**config.mk**
```make
export PLATFORM = sky130hd
export DESIGN_NAME = smbs_slave_rx
export DESIGN_NICKNAME = d
export VERILOG_FILES = /design/src/rtl/smbs_pkg.sv /design/src/rtl/smbs_sync.sv /design/src/rtl/smbs_busmon.sv /design/src/rtl/smbs_shifter.sv /design/src/rtl/smbs_slave_rx.sv
export SDC_FILE = /design/constraint.sdc
export NUM_CORES = 1
export LEC_CHECK = 0
export BUFFER_PORTS_ARGS = -buffer_cell sky130_fd_sc_hd__buf_2
export CORE_UTILIZATION = 60
export CTS_CLUSTER_DIAMETER = 100
export CTS_CLUSTER_SIZE = 28
export DETAILED_ROUTE_END_ITERATION = 16
export GPL_TIMING_DRIVEN = 0
export PLACE_DENSITY = 0.83
export SLEW_MARGIN = 0
export SYNTH_ARGS = -nofsm -noshare
export SYNTH_HDL_FRONTEND = slang
export SYNTH_SLANG_ARGS = --single-unit
```
**constraint.sdc**
```tcl
create_clock -name clk -period 2.7 [get_ports clk]
set_input_delay 0.135 -clock clk [delete_from_list [all_inputs] [get_ports clk]]
set_output_delay 0.135 -clock clk [all_outputs]
set_load 0.02 [all_outputs]
```
**src/rtl/smbs_pkg.sv**
```systemverilog
package smbs_pkg;

    localparam int BYTE_W = 8;

    typedef enum logic [3:0] {
        ST_IDLE,
        ST_ADDR,
        ST_AWAIT,
        ST_AACK,
        ST_DATA,
        ST_DWAIT,
        ST_DACK,
        ST_IGNORE,
        ST_TX
    } rx_state_t;

    typedef struct packed {
        logic scl_rise;
        logic scl_fall;
        logic start;
        logic stop;
    } bus_evt_t;

    function automatic logic st_shifting(rx_state_t s);
        return (s == ST_ADDR) || (s == ST_DATA);
    endfunction

    function automatic logic st_waiting(rx_state_t s);
        return (s == ST_AWAIT) || (s == ST_DWAIT);
    endfunction

    function automatic logic st_acking(rx_state_t s);
        return (s == ST_AACK) || (s == ST_DACK);
    endfunction

    function automatic logic st_accepted(rx_state_t s);
        return (s == ST_DATA) || (s == ST_DWAIT) || (s == ST_DACK);
    endfunction

endpackage

```
**src/rtl/smbs_sync.sv**
```systemverilog
module smbs_sync #(
    parameter int WIDTH  = 2,
    parameter int STAGES = 2
) (
    input  logic             clk,
    input  logic             rst,
    input  logic [WIDTH-1:0] d_in,
    output logic [WIDTH-1:0] d_out
);
    genvar gi;
    generate
        for (gi = 0; gi < WIDTH; gi++) begin : g_bit
            logic [STAGES-1:0] chain;
            always_ff @(posedge clk) begin
                if (rst) begin
                    chain <= '1;
                end else begin
                    chain <= {chain[STAGES-2:0], d_in[gi]};
                end
            end
            assign d_out[gi] = chain[STAGES-1];
        end
    endgenerate
endmodule

```
**src/rtl/smbs_busmon.sv**
```systemverilog
module smbs_busmon
    import smbs_pkg::*;
(
    input  logic     clk,
    input  logic     rst,
    input  logic     scl_s,
    input  logic     sda_s,
    output bus_evt_t evt
);
    logic scl_q;
    logic sda_q;

    always_ff @(posedge clk) begin
        if (rst) begin
            scl_q <= 1'b1;
            sda_q <= 1'b1;
        end else begin
            scl_q <= scl_s;
            sda_q <= sda_s;
        end
    end

    always_comb begin
        evt.scl_rise = scl_s & ~scl_q;
        evt.scl_fall = ~scl_s & scl_q;
        evt.start    = scl_s & scl_q & sda_q & ~sda_s;
        evt.stop     = scl_s & scl_q & ~sda_q & sda_s;
    end
endmodule

```
**src/rtl/smbs_shifter.sv**
```systemverilog
module smbs_shifter #(
    parameter int W = 8
) (
    input  logic         clk,
    input  logic         rst,
    input  logic         clr,
    input  logic         shift_en,
    input  logic         bit_in,
    output logic [W-1:0] word_next,
    output logic         last
);
    localparam int CW = (W > 1) ? $clog2(W) : 1;
    localparam logic [CW-1:0] LAST_IDX = CW'(W - 1);

    logic [W-1:0]  sh_q;
    logic [CW-1:0] cnt_q;

    always_ff @(posedge clk) begin
        if (rst || clr) begin
            sh_q  <= '0;
            cnt_q <= '0;
        end else if (shift_en) begin
            sh_q  <= word_next;
            cnt_q <= (cnt_q == LAST_IDX) ? '0 : cnt_q + 1'b1;
        end
    end

    assign word_next = {sh_q[W-2:0], bit_in};
    assign last      = (cnt_q == LAST_IDX);
endmodule

```
**src/rtl/smbs_slave_rx.sv**
```systemverilog
module smbs_slave_rx
    import smbs_pkg::*;
#(
    parameter int DATA_W      = BYTE_W,
    parameter int SYNC_STAGES = 2
) (
    input  logic              clk,
    input  logic              rst,
    input  logic              scl_in,
    input  logic              sda_in,
    output logic              scl_drive_low,
    output logic              sda_drive_low,
    input  logic              inhibit,
    input  logic              host_ack_wr,
    input  logic              host_ack_val,
    input  logic              host_irq_clr,
    input  logic              host_dat_wr,
    output logic              irq,
    output logic              ackrq,
    output logic [DATA_W-1:0] rx_data,
    output logic              rx_is_addr,
    output logic              rx_active,
    output logic              tx_mode
);
    logic        scl_s, sda_s;
    bus_evt_t    evt;
    logic        start_det, stop_det;
    rx_state_t   state_q;
    logic        hold_q, sda_low_q, ack_done_q, ack_val_q, seen_rise_q;
    logic        irq_q, irq_set;
    logic        shift_en, shift_clr, shift_last;
    logic [DATA_W-1:0] word_next;

    smbs_sync #(.WIDTH(2), .STAGES(SYNC_STAGES)) u_sync (
        .clk   (clk),
        .rst   (rst),
        .d_in  ({scl_in, sda_in}),
        .d_out ({scl_s, sda_s})
    );

    smbs_busmon u_mon (
        .clk   (clk),
        .rst   (rst),
        .scl_s (scl_s),
        .sda_s (sda_s),
        .evt   (evt)
    );

    assign start_det = evt.start;
    assign stop_det  = evt.stop;
    assign shift_en  = evt.scl_rise & st_shifting(state_q) & ~start_det & ~stop_det;
    assign shift_clr = start_det | ~st_shifting(state_q);

    smbs_shifter #(.W(DATA_W)) u_shift (
        .clk       (clk),
        .rst       (rst),
        .clr       (shift_clr),
        .shift_en  (shift_en),
        .bit_in    (sda_s),
        .word_next (word_next),
        .last      (shift_last)
    );

    // Interrupt is raised when a byte that needs a host decision completes.
    always_comb begin
        irq_set = 1'b0;
        if (!start_det && !stop_det && shift_en && shift_last) begin
            if (state_q == ST_DATA) begin
                irq_set = 1'b1;
            end else if (!inhibit && !word_next[0]) begin
                irq_set = 1'b1;
            end
        end
    end

    always_ff @(posedge clk) begin
        if (rst) begin
            irq_q <= 1'b0;
        end else if (irq_set) begin
            irq_q <= 1'b1;
        end else if (host_irq_clr) begin
            irq_q <= 1'b0;
        end
    end

    always_ff @(posedge clk) begin
        if (rst) begin
            state_q     <= ST_IDLE;
            hold_q      <= 1'b0;
            sda_low_q   <= 1'b0;
            ack_done_q  <= 1'b0;
            ack_val_q   <= 1'b0;
            seen_rise_q <= 1'b0;
            ackrq       <= 1'b0;
            rx_data     <= '0;
            rx_is_addr  <= 1'b0;
        end else if (start_det || stop_det) begin
            state_q     <= start_det ? ST_ADDR : ST_IDLE;
            hold_q      <= 1'b0;
            sda_low_q   <= 1'b0;
            ack_done_q  <= 1'b0;
            seen_rise_q <= 1'b0;
            ackrq       <= 1'b0;
        end else begin
            unique case (state_q)
                ST_ADDR: begin
                    if (shift_en && shift_last) begin
                        if (irq_set) begin
                            state_q    <= ST_AWAIT;
                            ackrq      <= 1'b1;
                            ack_done_q <= 1'b0;
                            rx_data    <= word_next;
                            rx_is_addr <= 1'b1;
                        end else begin
                            state_q <= ST_IGNORE;
                        end
                    end
                end
                ST_DATA: begin
                    if (host_dat_wr) begin
                        state_q <= ST_TX;
                    end else if (shift_en && shift_last) begin
                        state_q    <= ST_DWAIT;
                        ackrq      <= 1'b1;
                        ack_done_q <= 1'b0;
                        rx_data    <= word_next;
                        rx_is_addr <= 1'b0;
                    end
                end
                ST_AWAIT, ST_DWAIT: begin
                    if (host_ack_wr) begin
                        ack_done_q <= 1'b1;
                        ack_val_q  <= host_ack_val;
                    end
                    if (state_q == ST_DWAIT && host_dat_wr) begin
                        state_q <= ST_TX;
                        hold_q  <= 1'b0;
                        ackrq   <= 1'b0;
                    end else if (hold_q && ack_done_q && !irq_q) begin
                        state_q     <= (state_q == ST_AWAIT) ? ST_AACK : ST_DACK;
                        hold_q      <= 1'b0;
                        ackrq       <= 1'b0;
                        sda_low_q   <= ack_val_q;
                        seen_rise_q <= 1'b0;
                    end else begin
                        hold_q <= hold_q | ~scl_s;
                    end
                end
                ST_AACK, ST_DACK: begin
                    if (state_q == ST_DACK && host_dat_wr) begin
                        state_q   <= ST_TX;
                        sda_low_q <= 1'b0;
                    end else begin
                        if (evt.scl_rise) begin
                            seen_rise_q <= 1'b1;
                        end
                        if (evt.scl_fall && seen_rise_q) begin
                            sda_low_q <= 1'b0;
                            if (state_q == ST_AACK && !ack_val_q) begin
                                state_q <= ST_IGNORE;
                            end else begin
                                state_q <= ST_DATA;
                            end
                        end
                    end
                end
                default: begin
                    state_q <= state_q;
                end
            endcase
        end
    end

    assign scl_drive_low = hold_q;
    assign sda_drive_low = sda_low_q;
    assign irq           = irq_q;
    assign rx_active     = st_accepted(state_q);
    assign tx_mode       = (state_q == ST_TX);
endmodule


```
==> impl_metrics.yaml <==
status:
  status: "complete, no violations"
floorplanning:
  initial_core_util_pct: 63.4
  core_sq_um: 2760
  rows: 19
  die-area_sq_um: 3140
  dieHeight_um: 56.0
  pin_count: 24
  die_width_um: 56.0
timing:
  fin_skew_ns: 0.00542
  slew_viol_final: 0
  finalSetupViolations: 0
  finalHoldViolCount: 0
  period_minus_slack_ns: 1.89
  worst_pin_slew_ns: 0.458
  max_freq_mhz: 530
  finalCritPeriodShare_pct: 69.9
  max_slew_margin_pct: 69.5
  finalSetupTns_ns: 0
  rsz0062_at_grt: "false"
critical_path:
  criticalPathCategory: "reg2reg"
  required_ns: 2.94
  crit_chain: "buf_4, or4b_4, o2111ai_2, buf_6, mux2i_1, nor2_1"
  start_kind: "register"
  crit_path_end_kind: "register"
  crit_path_top_delay_cell: "or4b_4"
  r2r_slack_ns: 0.81
  worstPathArrival_ns: 2.13
  r2r_end: "rx_data[0]"
  r2r_start: "state_q[2]"
  reg2reg_depth: 6
  critPathMaxStageDelay_ns: 0.51
  crit_fanout: 10
cts:
  post_cts_buffers: 0
  htreeDepth: 2
  cts_sinks: 36
  clk_pin_slew_worst_paths_ns: 0.11
  clock-root-buffer: "clkbuf_4"
  cts_tree: "built"
  cts_buffer_depth: 2
  cts_inserted_buffers: 5
  worstSkewPairLatency_ns: 0.35
yosys:
  avgSynthCellArea_sq_um: 8.97
  ys_seq_area_share_pct: 41.2
  postSynthCellCount: 195
  synth-async-reset-ratio_pct: 0
  synth_edf_count: 0
  synth_top_area_share_pct: 41.2
  synth_seq_cells: 36
  yosys_warnings: 0
  syn_nets: 206
  synthesis.area_sq_um: 1750
  synthTopCellsByArea: "dfxtp_1 41%, nor2_1 7.3%, mux2i_1 6.3%"
  synth_ff_type: "dfxtp_1"
  yosys.area.top_type: "dfxtp_1"
  synth_cell_type_count: 52
worst_hold_path:
  min-delay-start: "host_ack_val"
  min_path_cells: 3
  whs_endpoint: "ack_val_q"
  hp-class: "in2reg"
power_and_ir_drop:
  netSwitchingFraction_pct: 37.7
  combPwrFrac_pct: 36.6
  p_seq_share_pct: 42.7
  powerDensity_nw_per_um2: 711
  p_int_uw: 877
  power_switching_uw: 531
  power_frac_clock_pct: 20.8
  ir_worst_vdd_uv: 479
  leakagePower_uw: 0.000910
grt:
  grt.overflow.total: 0
  grt_pass1_vias: 1436
  grt_start_max_net_pins: 13
  track_usage_pct: 26.4
  grt_pass1_wl_um: 6440
  antenna_found_initial: 0
route:
  wl_per_cell_um: 14.5
  routed_wirelength_um: 3740
  drt-initial-drc-count: 56
  vias: 1527
  drc: 0
  ant_nets: 0
  routed_via_density: 5.90
  drtPass1Iterations: 4
run:
  maxCapViolCount: 0
place:
  routabilityCongestion: 0.928
  numPortBuffers: 23
  place_area_sq_um: 1900
  post-dp-hpwl_um: 2740
cells_and_area:
  design_area_sq_um: 1980
  fill_cells: 219
  drive_above_1_share_pct: 25.0
  syn_to_final_growth_pct: 13.2
  nNetsFinal: 238
  num_antenna_cells: 0
## worst max-delay path by stage
stage                     from          to  slack (ns)  cells after the start
floorplan           state_q[2]  rx_data[0]        1.02                      6
global placement    state_q[2]  rx_data[1]        0.86                      6
detailed placement  state_q[2]  rx_data[0]        0.85                      6
CTS                 state_q[2]  rx_data[0]        0.81                      6
global route        state_q[0]  rx_data[3]        0.69                      6
finish              state_q[2]  rx_data[0]        0.81                      6
## layer usage
metal  global-route usage (%)  vias up  part of all wire, %
li1                         -      756                    -
met1                     34.2      704                   43
met2                     41.0       52                   48
met3                     6.51       15                  5.5
met4                     13.2        0                  3.2
met5                        0        -                    0
## repair_timing
action	4_1_cts	5_1_grt
hold buffers	2	0
resized for setup	0	0
hold endpoints to repair	2	0
## layout make-up
type | instances | area [sq um] | share of cell area (%)
clock buffer | 5 | 37.5 | 1.90
tap | 31 | 38.8 | 1.96
buffer | 11 | 72.6 | 3.67
multi-input combinational | 143 | 937 | 47.3
sequential | 36 | 721 | 36.4
timing repair buffer | 25 | 135 | 6.83
inverter | 5 | 18.8 | 0.948
clock inverter | 3 | 18.8 | 0.948
## power by group through the flow
stage	clock, uW	sequential, uW	combinational, uW
after detailed placement	0	611	505
after CTS	296	600	508
after global placement	0	609	501
final	292	601	515
after floorplan	0	601	408
after global routing	316	607	567
## cell usage after synthesis, types with 2 or more instances
cell type and instances:
and3b_1 2, and3_1 3, nor2_1 34, clkbuf_1 2, mux2i_1 11, ha_1 2
a21boi_0 2, nor3_1 10, nor2b_1 3, dfxtp_1 36, buf_2 5, or2_2 6
nand2_1 8, nand2b_1 3, a21oi_1 13, o21ai_0 4, inv_1 5, a41oi_1 2
nand3b_1 4, xor2_1 2, buf_4 2, nand3_1 6
## stage by stage
step                      util [%]  instances  worst slack [ns]  hold WS [ns]  power [uW]
final                         71.8        259             0.812        0.0129        1410
after global routing          71.8        259             0.687        0.0315        1490
after CTS                     71.8        259             0.813        0.0136        1400
after detailed placement      69.0        249             0.845         0.322        1120
after global placement        69.0        249             0.861         0.321        1110
after floorplan                  -        195              1.02         0.239        1010
## cell usage in the layout (no fill, tap or decap), drive strengths merged, types with 2 or more instances in the layout
cell type | Yosys | routed
or2 | 7 | 7
or3b | 3 | 3
a21oi | 13 | 13
o2111ai | 2 | 2
dlygate4sd3 | 0 | 2
and3 | 4 | 4
a41oi | 2 | 2
o21ai | 4 | 4
xor2 | 2 | 2
nor2 | 34 | 34
mux2i | 11 | 11
ha | 2 | 2
nand3b | 4 | 4
clkinv | 0 | 3
nand3 | 6 | 6
nor2b | 3 | 3
a21boi | 2 | 2
dfxtp | 36 | 36
nand2 | 8 | 8
inv | 5 | 5
buf | 8 | 31
clkbuf | 3 | 8
or4b | 2 | 2
nand2b | 3 | 3
nor3 | 10 | 10
and3b | 2 | 2
## state kept, by name, indices dropped and copies added (netlist names)
register,flops
u_shift.cnt_q,3
ack_val_q,1
u_sync.g_bit.chain,4
sda_drive_low,1
scl_drive_low,1
ackrq,1
seen_rise_q,1
state_q,4
rx_is_addr,1
u_shift.sh_q,7
rx_data,8
u_mon.scl_q,1
ack_done_q,1
irq,1
u_mon.sda_q,1
## worst max-delay path, delay by kind of cell (launching register included)
kind | cells | cell delay [ns]
and+or+nand+nor | 2 | 0.56
DFF | 1 | 0.42
buffers and inverters | 2 | 0.39
muxes | 1 | 0.21
AOI/OAI and AO/OA | 1 | 0.19
## cells by family after synthesis
group	Yosys count	share of synthesized area, %
mux	11	6.29
buf+inv	16	5.22
compound gates	35	14.9
simple gates	93	29.9
fa+ha+maj	2	1.43
flops	36	41.2
xor+xnor	2	1.00
Note: power is estimated with default switching activity, not from simulation.
